`src/rtl/pinmux_pkg.sv`:
```
package pinmux_pkg;

    // Slot decode codes shared by the routing logic and the checker.
    localparam int SLOT_GPIO  = -2;
    localparam int SLOT_EMPTY = -1;

    // Function held by slot `slot` of pad `pad`.
    // Returns SLOT_GPIO, SLOT_EMPTY, or a peripheral index.
    function automatic int slot_fn(input int pad, input int slot, input int num_pfn);
        int f;
        if (slot == 0) return SLOT_GPIO;
        f = pad + slot - 1;
        if (f < num_pfn) return f;
        return SLOT_EMPTY;
    endfunction

endpackage

```
`src/rtl/pinmux_cfg_regs.sv`:
```
module pinmux_cfg_regs #(
    parameter int NUM_PADS = 4,
    parameter int SEL_W    = 2,
    parameter int ADDR_W   = 2
) (
    input  logic                               clk,
    input  logic                               rst_n,
    input  logic                               we,
    input  logic [ADDR_W-1:0]                  addr,
    input  logic [SEL_W+1:0]                   wdata,
    output logic [NUM_PADS-1:0][SEL_W-1:0]     sel,
    output logic [NUM_PADS-1:0]                pu,
    output logic [NUM_PADS-1:0]                pd
);

    localparam int PU_BIT = SEL_W;
    localparam int PD_BIT = SEL_W + 1;

    typedef struct packed {
        logic [NUM_PADS-1:0][SEL_W-1:0] sel;
        logic [NUM_PADS-1:0]            pu;
        logic [NUM_PADS-1:0]            pd;
    } cfg_t;

    cfg_t cfg_d, cfg_q;

    always_comb begin
        cfg_d = cfg_q;
        if (we && (32'(addr) < NUM_PADS)) begin
            cfg_d.sel[addr] = wdata[SEL_W-1:0];
            cfg_d.pu[addr]  = wdata[PU_BIT];
            cfg_d.pd[addr]  = wdata[PD_BIT];
        end
    end

    always_ff @(posedge clk or negedge rst_n) begin
        if (!rst_n) cfg_q <= '0;
        else        cfg_q <= cfg_d;
    end

    assign sel = cfg_q.sel;
    assign pu  = cfg_q.pu;
    assign pd  = cfg_q.pd;

endmodule

```
`src/rtl/pinmux_pad_out.sv`:
```
module pinmux_pad_out
    import pinmux_pkg::*;
#(
    parameter int PAD     = 0,
    parameter int SEL_W   = 2,
    parameter int NUM_PFN = 4
) (
    input  logic [SEL_W-1:0]   sel,
    input  logic               gpio_o,
    input  logic               gpio_e,
    input  logic [NUM_PFN-1:0] pfn_o,
    input  logic [NUM_PFN-1:0] pfn_e,
    output logic               pad_o,
    output logic               pad_e
);

    localparam int NSLOT = 1 << SEL_W;

    logic [NSLOT-1:0] slot_o;
    logic [NSLOT-1:0] slot_e;

    for (genvar s = 0; s < NSLOT; s++) begin : g_slot
        localparam int F = slot_fn(PAD, s, NUM_PFN);
        if (F == SLOT_GPIO) begin : g_gpio
            assign slot_o[s] = gpio_o;
            assign slot_e[s] = gpio_e;
        end else if (F >= 0) begin : g_fn
            assign slot_o[s] = pfn_o[F];
            assign slot_e[s] = pfn_e[F];
        end else begin : g_empty
            assign slot_o[s] = 1'b0;
            assign slot_e[s] = 1'b0;
        end
    end

    // One address steers both value and direction.
    assign pad_o = slot_o[sel];
    assign pad_e = slot_e[sel];

endmodule

```
`src/rtl/pinmux_in_prio.sv`:
```
module pinmux_in_prio
    import pinmux_pkg::*;
#(
    parameter int NUM_PADS = 4,
    parameter int SEL_W    = 2,
    parameter int NUM_PFN  = 4
) (
    input  logic [NUM_PADS-1:0][SEL_W-1:0] sel,
    input  logic [NUM_PADS-1:0]            pad_in,
    output logic [NUM_PFN-1:0]             pfn_in,
    output logic [NUM_PADS-1:0]            gpio_in
);

    localparam int NSLOT = 1 << SEL_W;

    // Walk pads from high to low so the lowest claimant is applied last.
    always_comb begin
        pfn_in = '0;
        for (int f = 0; f < NUM_PFN; f++) begin
            for (int p = NUM_PADS - 1; p >= 0; p--) begin
                for (int s = 1; s < NSLOT; s++) begin
                    if (slot_fn(p, s, NUM_PFN) == f && sel[p] == SEL_W'(s))
                        pfn_in[f] = pad_in[p];
                end
            end
        end
    end

    for (genvar p = 0; p < NUM_PADS; p++) begin : g_gpio_in
        assign gpio_in[p] = (sel[p] == '0) ? pad_in[p] : 1'b0;
    end

endmodule

```
`src/rtl/pinmux_top.sv`:
```
module pinmux_top #(
    parameter int NUM_PADS = 4,
    parameter int SEL_W    = 2,
    parameter int NUM_PFN  = 4,
    parameter int BUS_W    = 2,
    localparam int ADDR_W  = (NUM_PADS > 1) ? $clog2(NUM_PADS) : 1
) (
    input  logic                clk,
    input  logic                rst_n,
    input  logic                cfg_we,
    input  logic [ADDR_W-1:0]   cfg_addr,
    input  logic [SEL_W+1:0]    cfg_wdata,
    input  logic [NUM_PADS-1:0] gpio_out,
    input  logic [NUM_PADS-1:0] gpio_oe,
    output logic [NUM_PADS-1:0] gpio_in,
    input  logic [NUM_PFN-1:0]  pfn_out,
    input  logic [NUM_PFN-1:0]  pfn_oe,
    input  logic                bus_oe,
    output logic [NUM_PFN-1:0]  pfn_in,
    input  logic [NUM_PADS-1:0] pad_in,
    output logic [NUM_PADS-1:0] pad_out,
    output logic [NUM_PADS-1:0] pad_oe,
    output logic [NUM_PADS-1:0] pad_pu,
    output logic [NUM_PADS-1:0] pad_pd
);

    logic [NUM_PADS-1:0][SEL_W-1:0] sel;
    logic [NUM_PFN-1:0]             pfn_oe_eff;

    pinmux_cfg_regs #(
        .NUM_PADS(NUM_PADS), .SEL_W(SEL_W), .ADDR_W(ADDR_W)
    ) u_regs (
        .clk(clk), .rst_n(rst_n), .we(cfg_we), .addr(cfg_addr),
        .wdata(cfg_wdata), .sel(sel), .pu(pad_pu), .pd(pad_pd)
    );

    // Bus members share one direction from the bus controller.
    for (genvar f = 0; f < NUM_PFN; f++) begin : g_dir
        if (f < BUS_W) begin : g_bus
            assign pfn_oe_eff[f] = bus_oe;
        end else begin : g_own
            assign pfn_oe_eff[f] = pfn_oe[f];
        end
    end

    for (genvar p = 0; p < NUM_PADS; p++) begin : g_pad
        pinmux_pad_out #(
            .PAD(p), .SEL_W(SEL_W), .NUM_PFN(NUM_PFN)
        ) u_out (
            .sel(sel[p]), .gpio_o(gpio_out[p]), .gpio_e(gpio_oe[p]),
            .pfn_o(pfn_out), .pfn_e(pfn_oe_eff),
            .pad_o(pad_out[p]), .pad_e(pad_oe[p])
        );
    end

    pinmux_in_prio #(
        .NUM_PADS(NUM_PADS), .SEL_W(SEL_W), .NUM_PFN(NUM_PFN)
    ) u_in (
        .sel(sel), .pad_in(pad_in), .pfn_in(pfn_in), .gpio_in(gpio_in)
    );

endmodule

```
`config.mk`:
```
export PLATFORM = sky130hd
export DESIGN_NAME = pinmux_top
export DESIGN_NICKNAME = d
export VERILOG_FILES = /design/src/rtl/pinmux_pkg.sv /design/src/rtl/pinmux_cfg_regs.sv /design/src/rtl/pinmux_pad_out.sv /design/src/rtl/pinmux_in_prio.sv /design/src/rtl/pinmux_top.sv
export SDC_FILE = /design/constraint.sdc
export NUM_CORES = 1
export LEC_CHECK = 0
export ABC_AREA = 1
export BUFFER_PORTS_ARGS = -buffer_cell sky130_fd_sc_hd__buf_2
export CAP_MARGIN = 10
export CORE_MARGIN = 2
export CORE_UTILIZATION = 39
export DETAILED_ROUTE_END_ITERATION = 7
export HOLD_SLACK_MARGIN = 0.1
export MAX_ROUTING_LAYER = met4
export PLACE_DENSITY_LB_ADDON = 0.2
export REMOVE_ABC_BUFFERS = 1
export SLEW_MARGIN = 15
export SYNTH_ARGS = -nofsm -noshare
export SYNTH_HDL_FRONTEND = slang
export SYNTH_SLANG_ARGS = --single-unit
```
`constraint.sdc`:
```
create_clock -name clk -period 1 [get_ports clk]
set_input_delay 0.2 -clock clk [delete_from_list [all_inputs] [get_ports clk]]
set_output_delay 0.2 -clock clk [all_outputs]
set_load 0.01 [all_outputs]
```
* After elaboration in Yosys (flattened, before gate mapping)
Cells that the tools add are included.
Storage, ports and cells: register bits after elaboration 16, bits of input ports 30, logic and storage cells 62
Cells by class: order comparisons 6, equal/unequal tests 9, multiplexer cells 36, reduce and logical (&&, ||, !) cells 5
Operators with widths (number):
- $mux 1 | 22
- $bmux 1 s2 | 8
- $lt 2x3->1 const B | 5
- $eq 2x2->1 const B | 5
- $bwmux 4 | 2
- $bwmux 8 | 1
- $eq 2x1->1 const B | 4
- $logic_not 2->1 | 4
- $demux 2 s2 | 1
- $demux 1 s2 | 1
- $ge 2x1->1 const B | 1
- $mux 2 | 1
- $logic_and 1x1->1 | 1

* Depth between registers and ports, before layout
Gate-level depths: netlist of the first run.
depth in word-level cells 5, mapped depth 5

* Modules after synthesis
Synthesis of the first run repeated with hierarchy kept, for this count alone.
Second synthesis, totals: cell total of the unflattened synthesis 186, area, all modules 1131.1 um^2
Modules (own cells, without submodules):
- pinmux_cfg_regs | times used 1, cells an instance 75, area an instance 688.2 um^2, seq. area each 400.4 um^2
- pinmux_pad_out (g_pad[0].u_out ...) | times used 2, cells an instance 24, area an instance 95.1 um^2, seq. area each 0.0 um^2
- pinmux_in_prio | times used 1, cells an instance 36, area an instance 146.4 um^2, seq. area each 0.0 um^2
- pinmux_pad_out (g_pad[2].u_out) | times used 1, cells an instance 16, area an instance 65.1 um^2, seq. area each 0.0 um^2
- pinmux_pad_out (g_pad[3].u_out) | times used 1, cells an instance 11, area an instance 41.3 um^2, seq. area each 0.0 um^2

* Least setup slack after synthesis of the first run
No wires, ideal clock.
path kind register to output, start point register u_regs.cfg_q, in the netlist u_regs.sel[1], end point output pad_oe[0], arrival time 0.872 ns, setup slack -0.072 ns, cell stages (with the launch flop) 6, buffers on the path 1, cells stage by stage dfrtp_1 nor2_1 inv_1 nand3_1 nand3_1 buf_4
Between the ends: longest elaborated chain between the ends 2
RTL lines:
- from (decl) | line pinmux_cfg_regs.sv:25 | cfg_t cfg_d, cfg_q;
- from (signal assigned) | line pinmux_cfg_regs.sv:38 | else cfg_q <= cfg_d;
- $bmux 1 s2 | line pinmux_pad_out.sv:38 | assign pad_e = slot_e[sel];
- $mux 1 (implied by the code) | line pinmux_pad_out.sv:38
- to (decl) | line pinmux_top.sv:22 | output logic [NUM_PADS-1:0] pad_oe,
No other way between the ends. The select of a mux whose other input is x is not followed.

* Final worst setup path of the first run
start point register u_regs.cfg_q, in the netlist u_regs.sel[3], end point output pfn_in[2]
Between the ends: longest elaborated chain between the ends 3
RTL lines:
- $eq 2x2->1
- $mux 1 (2 in a row) | line pinmux_in_prio.sv:22 | if (slot_fn(p, s, NUM_PFN) == f && sel[p] == SEL_W'(s))
- to (decl) | line pinmux_top.sv:19 | output logic [NUM_PFN-1:0] pfn_in,
No other way between the ends.

==> results of run 1 <==
## worst reg2reg max path: cells and delay by family, from the launching register on
family	cells	cell delay, ns
buffers and inverters	3	0.35
and+or+nand+nor	1	0.05
DFF	1	0.39
AOI/OAI and AO/OA	1	0.06
## cell usage after synthesis
cell type,number,area (sq um)
o21ai_1,17,85.1
nor2_1,4,15.0
buf_4,8,60.1
o211ai_1,2,15.0
or2_1,1,6.26
nand3b_1,1,7.51
nand3_1,13,65.1
nand4_1,3,18.8
nor2_2,2,12.5
inv_2,3,11.3
nand3_2,4,40.0
nand2_1,41,154
nor3_1,3,15.0
o22ai_1,2,12.5
inv_1,20,75.1
dfrtp_1,16,400
## how the worst max path moves through the flow
stage                                   start        end  slack, ns
finish              u_regs.sel[3]$_DFFE_PN0P_  pfn_in[2]      -0.42
global route        u_regs.sel[3]$_DFFE_PN0P_  pfn_in[2]      -0.50
CTS                 u_regs.sel[1]$_DFFE_PN0P_  pad_oe[0]      -0.41
detailed placement  u_regs.sel[1]$_DFFE_PN0P_  pad_oe[0]      -0.15
global placement    u_regs.sel[3]$_DFFE_PN0P_  pfn_in[2]      -0.12
floorplan           u_regs.sel[6]$_DFFE_PN0P_  pad_oe[3]      -0.03
## flip-flops by register name, summed over array words and instances, names as in the netlist
signal / cells
u_regs.pd: 4
u_regs.pu: 4
u_regs.sel: 8
## area by class of cell
class                      count  share of cell area, %
multi-input combinational     93                   34.6
sequential                    16                   28.0
timing repair buffer          67                   27.1
inverter                      23                   6.10
tap                           30                   2.58
clock buffer                   3                   1.55
## stage by stage
stage | hold slack (ns) | TNS, ns
after floorplan | -0.0956 | -0.0641
final | 0.218 | -5.80
after CTS | 0.222 | -6.05
after global placement | 0.126 | -1.10
after detailed placement | 0.127 | -1.43
after global routing | 0.217 | -7.36
## power by group through the flow
| stage | clock [mW] | combinational (mW) | sequential, mW |
|---|---|---|---|
| 6_report | 0.323 | 0.940 | 0.880 |
| 4_1_cts | 0.332 | 0.842 | 0.862 |
| 2_1_floorplan | 0 | 0.401 | 0.871 |
| 3_3_place_gp | 0 | 0.753 | 0.851 |
| 5_1_grt | 0.366 | 1.04 | 0.896 |
| 3_5_place_dp | 0 | 0.771 | 0.856 |
## per-layer routing
layer  up-vias  share of wire, %  GRT usage (%)
li1        572                 -              -
met1       467                43           17.4
met2        44                50           27.3
met3         0               6.5           1.64
met4         0                 0           6.25
met5         -                 0              -
## cell families (layout without fill, tap and decap cells)
kind of cell,count (synthesis),in the layout,share of synthesized area [%]
compound gates,21,21,11.3
buf+inv,31,93,14.7
flops,16,16,40.3
simple gates,72,72,33.6
## timing repair
action | in CTS | in global routing
resized for setup | 13 | 18
setup endpoints to repair | 24 | 24
hold endpoints to repair | 16 | 0
hold buffers | 1 | 0
buffers inserted | 5 | 5
pin swaps | 4 | 7
==> impl_metrics.py, run 1 <==
metrics = {
    "worst_setup_path": {
        "crit_buf_inv": 2,
        "critPathMaxStageDelay_ns": 0.45,
        "crit_fanout": 6,
        "critPathRequiredTime_ns": 0.80,
        "cp-end-kind": "primary output",
        "cp_slowest_cell": "dfrtp_2",
        "rr_worst_depth": 5,
        "critPathKind": "register to primary output",
        "cp.depth": 6,
        "crit_arrival_ns": 1.22,
        "cp_common_cell": "nand2_1",
        "start_kind": "register",
        "r2r_slack_ns": 0.04,
        "r2r-end": "u_regs.sel[7]$_DFFE_PN0P_",
        "path_cells": "inv_2 > nor2_4 > nand2_1 > nand3_1 > nand2_1 > buf_2",
        "path_delay_family": "flip-flops",
        "r2r_start": "u_regs.sel[7]$_DFFE_PN0P_",
    },
    "yosys": {
        "synth_area_sq_um": 993,
        "synth-seq-cells": 16,
        "ys.warnings.count": 0,
        "ys_seq_area_share_pct": 40.3,
        "ys_types": 16,
        "synth_cells": 140,
        "syn_avg_cell_area_sq_um": 7.10,
    },
    "placement": {
        "globalplace.congestion": 0.676,
        "dp.cells": 218,
        "dp_slack_ns": -0.150,
        "port_buffers": 51,
        "hpwlAfterDp_um": 1850,
        "place_area_sq_um": 1260,
    },
    "power_and_ir_drop": {
        "p_int_mw": 1.37,
        "power_frac_seq_pct": 41.1,
        "powerDensity_nw_per_um2": 1470,
        "total_power_mw": 2.14,
        "swShare_pct": 36.3,
        "combPwrFrac_pct": 43.9,
        "leakage_nw": 0.810,
        "ir_drop_v": 0.00108,
        "power.switching_mw": 0.777,
        "clkPwrFrac_pct": 15.1,
    },
    "timing": {
        "drv_slew": 0,
        "worst_slew_pin_slew_ns": 0.360,
        "hold_violations": 0,
        "slew_headroom_pct": 76.0,
        "fin_crit_sh_pct": 142,
        "skew_ns": 0,
        "period_minus_slack_ns": 1.42,
        "rsz0062_at_grt": "yes",
        "fin_ws_ns": -0.417,
        "setup_viol": 21,
        "max_freq_mhz": 705,
    },
    "cts": {
        "cts_tree": "yes",
        "path_clk_slew_ns": 0.09,
        "root_buffer": "clkbuf_4",
        "insertion_delay_ns": 0.27,
        "clockBufferDepth": 2,
        "numClockSinks": 16,
        "htreeDepth": 1,
        "cts_buffers": 3,
    },
    "finish": {
        "regArea_sq_um": 408,
        "fin_nets": 234,
        "final_util_pct": 59.3,
        "diodes": 0,
        "mostFrequentLayoutCells": "buf_2 (50), nand2_1 (37), o21ai_1 (17)",
        "area_growth_pct": 46.6,
        "fill_cells": 240,
        "multi_input_area_sq_um": 504,
        "layout_commonest_cell": "buf_2",
        "finalInstanceArea_sq_um": 1460,
        "drive_gt1_share_pct": 50.0,
        "layout.cells.non_filler": 232,
    },
    "routing": {
        "first_iter_violations": 23,
        "ant_nets": 0,
        "routed_wl_um": 2400,
        "vias_per_cell": 4.67,
        "vias": 1083,
        "wl_per_cell_um": 10.3,
        "drt-pass1-iter-count": 4,
        "route.detailed.drc": 0,
    },
    "grt": {
        "grt_first_pass_wirelength_um": 3210,
        "grt_max_degree": 17,
        "grt_pass1_vias": 840,
        "overflow": 0,
        "grt_use_total_pct": 15.3,
        "antenna_found_initial": 0,
    },
    "floorplanning": {
        "pin_count": 54,
        "dieArea_sq_um": 2970,
        "initial_core_util_pct": 40.5,
        "coreArea_sq_um": 2450,
        "num_rows": 18,
        "dieWidth_um": 54.5,
        "die_h_um": 54.5,
    },
    "run_status": {
        "status": "finished, violations left",
        "violations": "setup timing",
    },
    "worst_hold_path": {
        "hold_start": "cfg_wdata[3]",
        "min_path_cells": 3,
        "hold_end": "u_regs.pd[1]$_DFFE_PN0P_",
        "hold_path_class": "input pin to register",
    },
    "job": {
        "cap_viol_max_count": 0,
    },
}
No activity file was read; power rests on OpenSTA's default activity.
==> inputs of run 2 (changes only) <==
--- a/config.mk
+++ b/config.mk
@@ -9,7 +9,7 @@
 export BUFFER_PORTS_ARGS = -buffer_cell sky130_fd_sc_hd__buf_2
 export CAP_MARGIN = 10
 export CORE_MARGIN = 2
-export CORE_UTILIZATION = 39
+export CORE_UTILIZATION = 47
 export DETAILED_ROUTE_END_ITERATION = 7
 export HOLD_SLACK_MARGIN = 0.1
 export MAX_ROUTING_LAYER = met4
==> constraint.sdc (replaced) <==
create_clock -name clk -period 1.7 [get_ports clk]
set_input_delay 0.34 -clock clk [delete_from_list [all_inputs] [get_ports clk]]
set_output_delay 0.34 -clock clk [all_outputs]
set_load 0.01 [all_outputs]
==> run 2 against run 1 <==
Compared with the run above: the run now ends clean; final area down 13%; sequential power down 43%; clock power down 42%; critical path depth down 1; utilization up 4.2 points; final cell count down 7.8%; register-to-register slack better by 0.95 ns; worst hold slack better by 0.14 ns; flip-flop and latch count unchanged; die area down 16%; largest cell class unchanged; highest routed layer is now met4.
==> impl_metrics.py, run 2 (synthesized netlist as in run 1, its figures left out) <==
metrics = {
    "worst_hold_path": {
        "hold_path_class": "input pin to register",
    },
    "grt": {
        "grt_pass1_vias": 938,
        "antenna_found_initial": 0,
        "grt_first_pass_wirelength_um": 3770,
        "grt_max_degree": 17,
        "grt_use_total_pct": 19.7,
        "overflow": 0,
    },
    "routing": {
        "wl_per_cell_um": 10.4,
        "route.detailed.drc": 0,
        "first_iter_violations": 15,
        "routed_wl_um": 2220,
        "vias_per_cell": 4.92,
        "drt-pass1-iter-count": 4,
        "ant_nets": 0,
        "vias": 1053,
    },
    "worst_setup_path": {
        "cp-end-kind": "primary output",
        "critPathKind": "register to primary output",
        "start_kind": "register",
        "crit_arrival_ns": 1.22,
        "crit_fanout": 5,
        "critPathRequiredTime_ns": 1.36,
    },
    "cts": {
        "htreeDepth": 1,
        "cts_setup_buffers": 0,
        "root_buffer": "clkbuf_4",
        "cts_buffers": 3,
        "numClockSinks": 16,
        "clockBufferDepth": 2,
        "insertion_delay_ns": 0.28,
        "cts_tree": "yes",
        "path_clk_slew_ns": 0.08,
    },
    "power_and_ir_drop": {
        "ir_drop_v": 0.000562,
        "powerDensity_nw_per_um2": 884,
        "leakage_nw": 0.727,
    },
    "timing": {
        "period_minus_slack_ns": 1.56,
        "fin_tns_setup_ns": 0,
        "hold_violations": 0,
        "rsz0062_at_grt": "no",
        "slew_headroom_pct": 77.6,
        "worst_slew_pin_slew_ns": 0.336,
        "fin_crit_sh_pct": 91.9,
        "max_freq_mhz": 640,
        "skew_ns": 0,
        "fin_ws_ns": 0.137,
        "setup_viol": 0,
        "drv_slew": 0,
    },
    "placement": {
        "globalplace.congestion": 0.780,
        "port_buffers": 51,
        "hpwlAfterDp_um": 1830,
        "dp_slack_ns": 0.379,
    },
    "run_status": {
        "status": "finished, final reports clean",
    },
    "finish": {
        "mostFrequentLayoutCells": "buf_2 (51), nand2_1 (41), inv_1 (20)",
        "largest_register_ffs": 8,
        "layout_commonest_cell": "buf_2",
        "fin_nets": 219,
        "diodes": 0,
        "fill_cells": 204,
        "drive_gt1_share_pct": 35.3,
        "area_growth_pct": 26.8,
    },
    "floorplanning": {
        "dieWidth_um": 50.0,
        "die_h_um": 50.0,
        "dieArea_sq_um": 2500,
        "coreArea_sq_um": 1980,
        "initial_core_util_pct": 50.1,
        "pin_count": 54,
        "num_rows": 16,
    },
    "job": {
        "cap_viol_max_count": 0,
    },
}
-- run 2: cell types whose count changed in the layout (fill, tap and decap cells not counted), moves of 4 or more --
| cell | change |
|---|---|
| dfrtp_2 | -4 |
| inv_2 | -4 |
| dfrtp_1 | +4 |
| inv_1 | +5 |
| buf_6 | -4 |
| nand2_1 | +4 |
| nand2_2 | -4 |
| buf_4 | -12 |
-- run 2: what timing repair did --
item / in CTS / in global routing
hold buffers: 1 / 0
setup endpoints to repair: 0 / 3
gates resized for setup: 0 / 3
hold endpoints to repair: 16 / 0
-- run 2: cell type report --
| type | count | area (sq um) | area share, % |
|---|---|---|---|
| inverters | 23 | 86.3 | 6.85 |
| well taps | 27 | 33.8 | 2.68 |
| repair buffers | 52 | 265 | 21.1 |
| flip-flops and latches | 16 | 403 | 32.0 |
| clock buffers | 3 | 22.5 | 1.79 |
| multi-input cells | 93 | 449 | 35.7 |
-- run 2: stage by stage --
stage | utilization [%] | instances | cell area [sq um] | hold slack, ns | power (mW)
CTS | 63.3 | 214 | 1250 | 0.368 | 1.12
global route | 63.6 | 214 | 1260 | 0.390 | 1.20
floorplan | - | 132 | 933 | 0.0444 | 0.748
finish | 63.6 | 214 | 1260 | 0.361 | 1.11
detailed placement | 61.7 | 210 | 1220 | 0.266 | 0.931
global placement | 61.7 | 210 | 1220 | 0.259 | 0.913
-- run 2: final timing paths --
check                                     startpoint  cells past startpoint  slack, ns                        end
setup / recovery           u_regs.sel[0]$_DFFE_PN0P_                      5       0.14                  pad_oe[0]
hold / removal                          cfg_wdata[1]                      3       0.36  u_regs.sel[1]$_DFFE_PN0P_
setup reg to reg           u_regs.sel[4]$_DFFE_PN0P_                      2       0.99  u_regs.sel[4]$_DFFE_PN0P_
hold reg to reg             u_regs.pd[3]$_DFFE_PN0P_                      2       0.49   u_regs.pd[3]$_DFFE_PN0P_
max in group asynchronous                      rst_n                      2       0.92  u_regs.sel[1]$_DFFE_PN0P_
min in group asynchronous                      rst_n                      2       0.50   u_regs.pd[2]$_DFFE_PN0P_
-- run 2: metal layers --
metal,part of all wire [%],up-vias,track usage [%]
met3,7.2,7,1.82
met1,42,458,23.2
met5,0,-,-
met4,2.1,0,8.33
met2,48,44,34.4
li1,-,544,-
-- run 2: critical path, stage by stage (launching register included) --
cell and delay [ns]:
dfrtp_1 0.44, nor2_2 0.17, inv_1 0.07, nand3_1 0.06
nand3_1 0.06, buf_2 0.14
-- run 2: power breakdown --
| group | leakage (nW) | switching (mW) | total, mW | internal [mW] |
|---|---|---|---|---|
| combinational | 0.516 | 0.239 | 0.422 | 0.183 |
| sequential | 0.197 | 0.0619 | 0.504 | 0.442 |
| clock | 0.0138 | 0.105 | 0.187 | 0.0822 |
| total | 0.727 | 0.406 | 1.11 | 0.708 |
==> inputs of run 3 (changes only) <==
--- a/config.mk
+++ b/config.mk
@@ -14,6 +14,7 @@
 export HOLD_SLACK_MARGIN = 0.1
 export MAX_ROUTING_LAYER = met4
 export PLACE_DENSITY_LB_ADDON = 0.2
+export RECOVER_POWER = 25
 export REMOVE_ABC_BUFFERS = 1
 export SLEW_MARGIN = 15
 export SYNTH_ARGS = -nofsm -noshare
==> run 3 against run 2 <==
Compared with the run above: via count rose by 0.19%; final cell count did not move; worst hold slack got worse by 0.0043 ns; critical path depth did not move; non-clock buffer count did not move; global-route usage did not move.
==> impl_metrics.py, run 3 (synthesized netlist as in run 1, its figures left out) <==
metrics = {
    "run_status": {
        "status": "finished, final reports clean",
    },
    "routing": {
        "route.detailed.drc": 0,
        "routed_wl_um": 2240,
        "ant_nets": 0,
        "drt-pass1-iter-count": 5,
        "vias_per_cell": 4.93,
        "vias": 1055,
        "wl_per_cell_um": 10.4,
        "first_iter_violations": 19,
    },
    "timing": {
        "fin_crit_sh_pct": 92.0,
        "skew_ns": 0,
        "hold_violations": 0,
        "slew_headroom_pct": 77.4,
        "rsz0062_at_grt": "no",
        "worst_slew_pin_slew_ns": 0.339,
        "fin_tns_setup_ns": 0,
        "setup_viol": 0,
        "max_freq_mhz": 639,
        "drv_slew": 0,
        "period_minus_slack_ns": 1.56,
    },
    "worst_hold_path": {
        "hold_path_class": "input pin to register",
    },
    "grt": {
        "grt_max_degree": 17,
        "antenna_found_initial": 0,
        "overflow": 0,
        "grt_use_total_pct": 19.7,
        "grt_first_pass_wirelength_um": 3770,
        "grt_pass1_vias": 938,
    },
    "cts": {
        "path_clk_slew_ns": 0.08,
        "htreeDepth": 1,
        "cts_setup_buffers": 0,
        "insertion_delay_ns": 0.28,
        "numClockSinks": 16,
        "clockBufferDepth": 2,
        "cts_buffers": 3,
        "cts_tree": "yes",
        "root_buffer": "clkbuf_4",
    },
    "floorplanning": {
        "coreArea_sq_um": 1980,
        "initial_core_util_pct": 50.1,
        "pin_count": 54,
        "die_h_um": 50.0,
        "dieArea_sq_um": 2500,
        "dieWidth_um": 50.0,
        "num_rows": 16,
    },
    "power_and_ir_drop": {
        "powerDensity_nw_per_um2": 893,
        "ir_drop_v": 0.000563,
        "leakage_nw": 0.720,
    },
    "worst_setup_path": {
        "crit_fanout": 5,
        "start_kind": "register",
        "critPathRequiredTime_ns": 1.36,
        "cp-end-kind": "primary output",
        "critPathKind": "register to primary output",
        "crit_arrival_ns": 1.22,
    },
    "finish": {
        "drive_gt1_share_pct": 32.6,
        "multi_input_area_sq_um": 429,
        "mostFrequentLayoutCells": "buf_2 (50), nand2_1 (41), inv_1 (20)",
        "largest_register_ffs": 8,
        "fin_nets": 219,
        "regArea_sq_um": 403,
        "area_growth_pct": 24.7,
        "finalInstanceArea_sq_um": 1240,
        "final_util_pct": 62.5,
        "diodes": 0,
        "layout_commonest_cell": "buf_2",
        "fill_cells": 208,
    },
    "job": {
        "cap_viol_max_count": 0,
    },
    "placement": {
        "place_area_sq_um": 1220,
        "globalplace.congestion": 0.780,
        "port_buffers": 51,
        "hpwlAfterDp_um": 1830,
    },
}
run 3: cell count changes in the layout (fill, tap and decap cells not counted), sizes merged:
cell / before / now
buf: 51 / 50
clkbuf: 3 / 4
run 3: cell type report:
class,instances,share of cell area (%)
multi-input combinational,93,34.6
inverter,23,6.97
tap,27,2.73
timing repair buffer,52,21.3
clock buffer,3,1.82
sequential,16,32.5
run 3: worst paths after layout:
path                                        endpoint  slack [ns]                      start  cells past startpoint
max                                        pad_oe[0]        0.14  u_regs.sel[0]$_DFFE_PN0P_                      5
min                        u_regs.sel[1]$_DFFE_PN0P_        0.36               cfg_wdata[1]                      3
max reg2reg                u_regs.sel[4]$_DFFE_PN0P_        0.97  u_regs.sel[4]$_DFFE_PN0P_                      2
min reg2reg                 u_regs.pd[3]$_DFFE_PN0P_        0.49   u_regs.pd[3]$_DFFE_PN0P_                      2
max in group asynchronous  u_regs.sel[1]$_DFFE_PN0P_        0.92                      rst_n                      2
min in group asynchronous   u_regs.pd[2]$_DFFE_PN0P_        0.50                      rst_n                      2
run 3: per-layer routing:
layer  vias to the layer above  GRT usage [%]  routed length (um)
met3                         7           1.82                 162
met5                         -              -                   0
met1                       462           23.2                 960
li1                        544              -                   -
met2                        42           34.4                1070
met4                         0           8.33                  47
run 3: per-stage QoR:
stage,std cells,hold slack (ns),setup WS (ns),total power [mW]
global placement,210,0.259,0.433,0.913
global route,214,0.387,0.00933,1.19
CTS,214,0.368,0.0740,1.12
finish,214,0.356,0.136,1.11
floorplan,132,0.0444,0.528,0.748
detailed placement,210,0.266,0.379,0.931
run 3: worst max-delay path, stage by stage, from the launching register on:
cell and delay (ns):
dfrtp_1 0.44, nor2_2 0.17, inv_1 0.07, nand3_1 0.06, nand3_1 0.06, buf_2 0.14
run 3: what timing repair did:
item / CTS / global route
resized for setup: 0 / 3
setup endpoints to repair: 0 / 3
hold buffers: 1 / 0
endpoints found under the hold margin: 16 / 0
run 3: report_power, final:
group	total, mW	internal (mW)	switching, mW
registers	0.505	0.442	0.0622
logic	0.415	0.179	0.235
clock network	0.187	0.0822	0.105
total	1.11	0.704	0.402
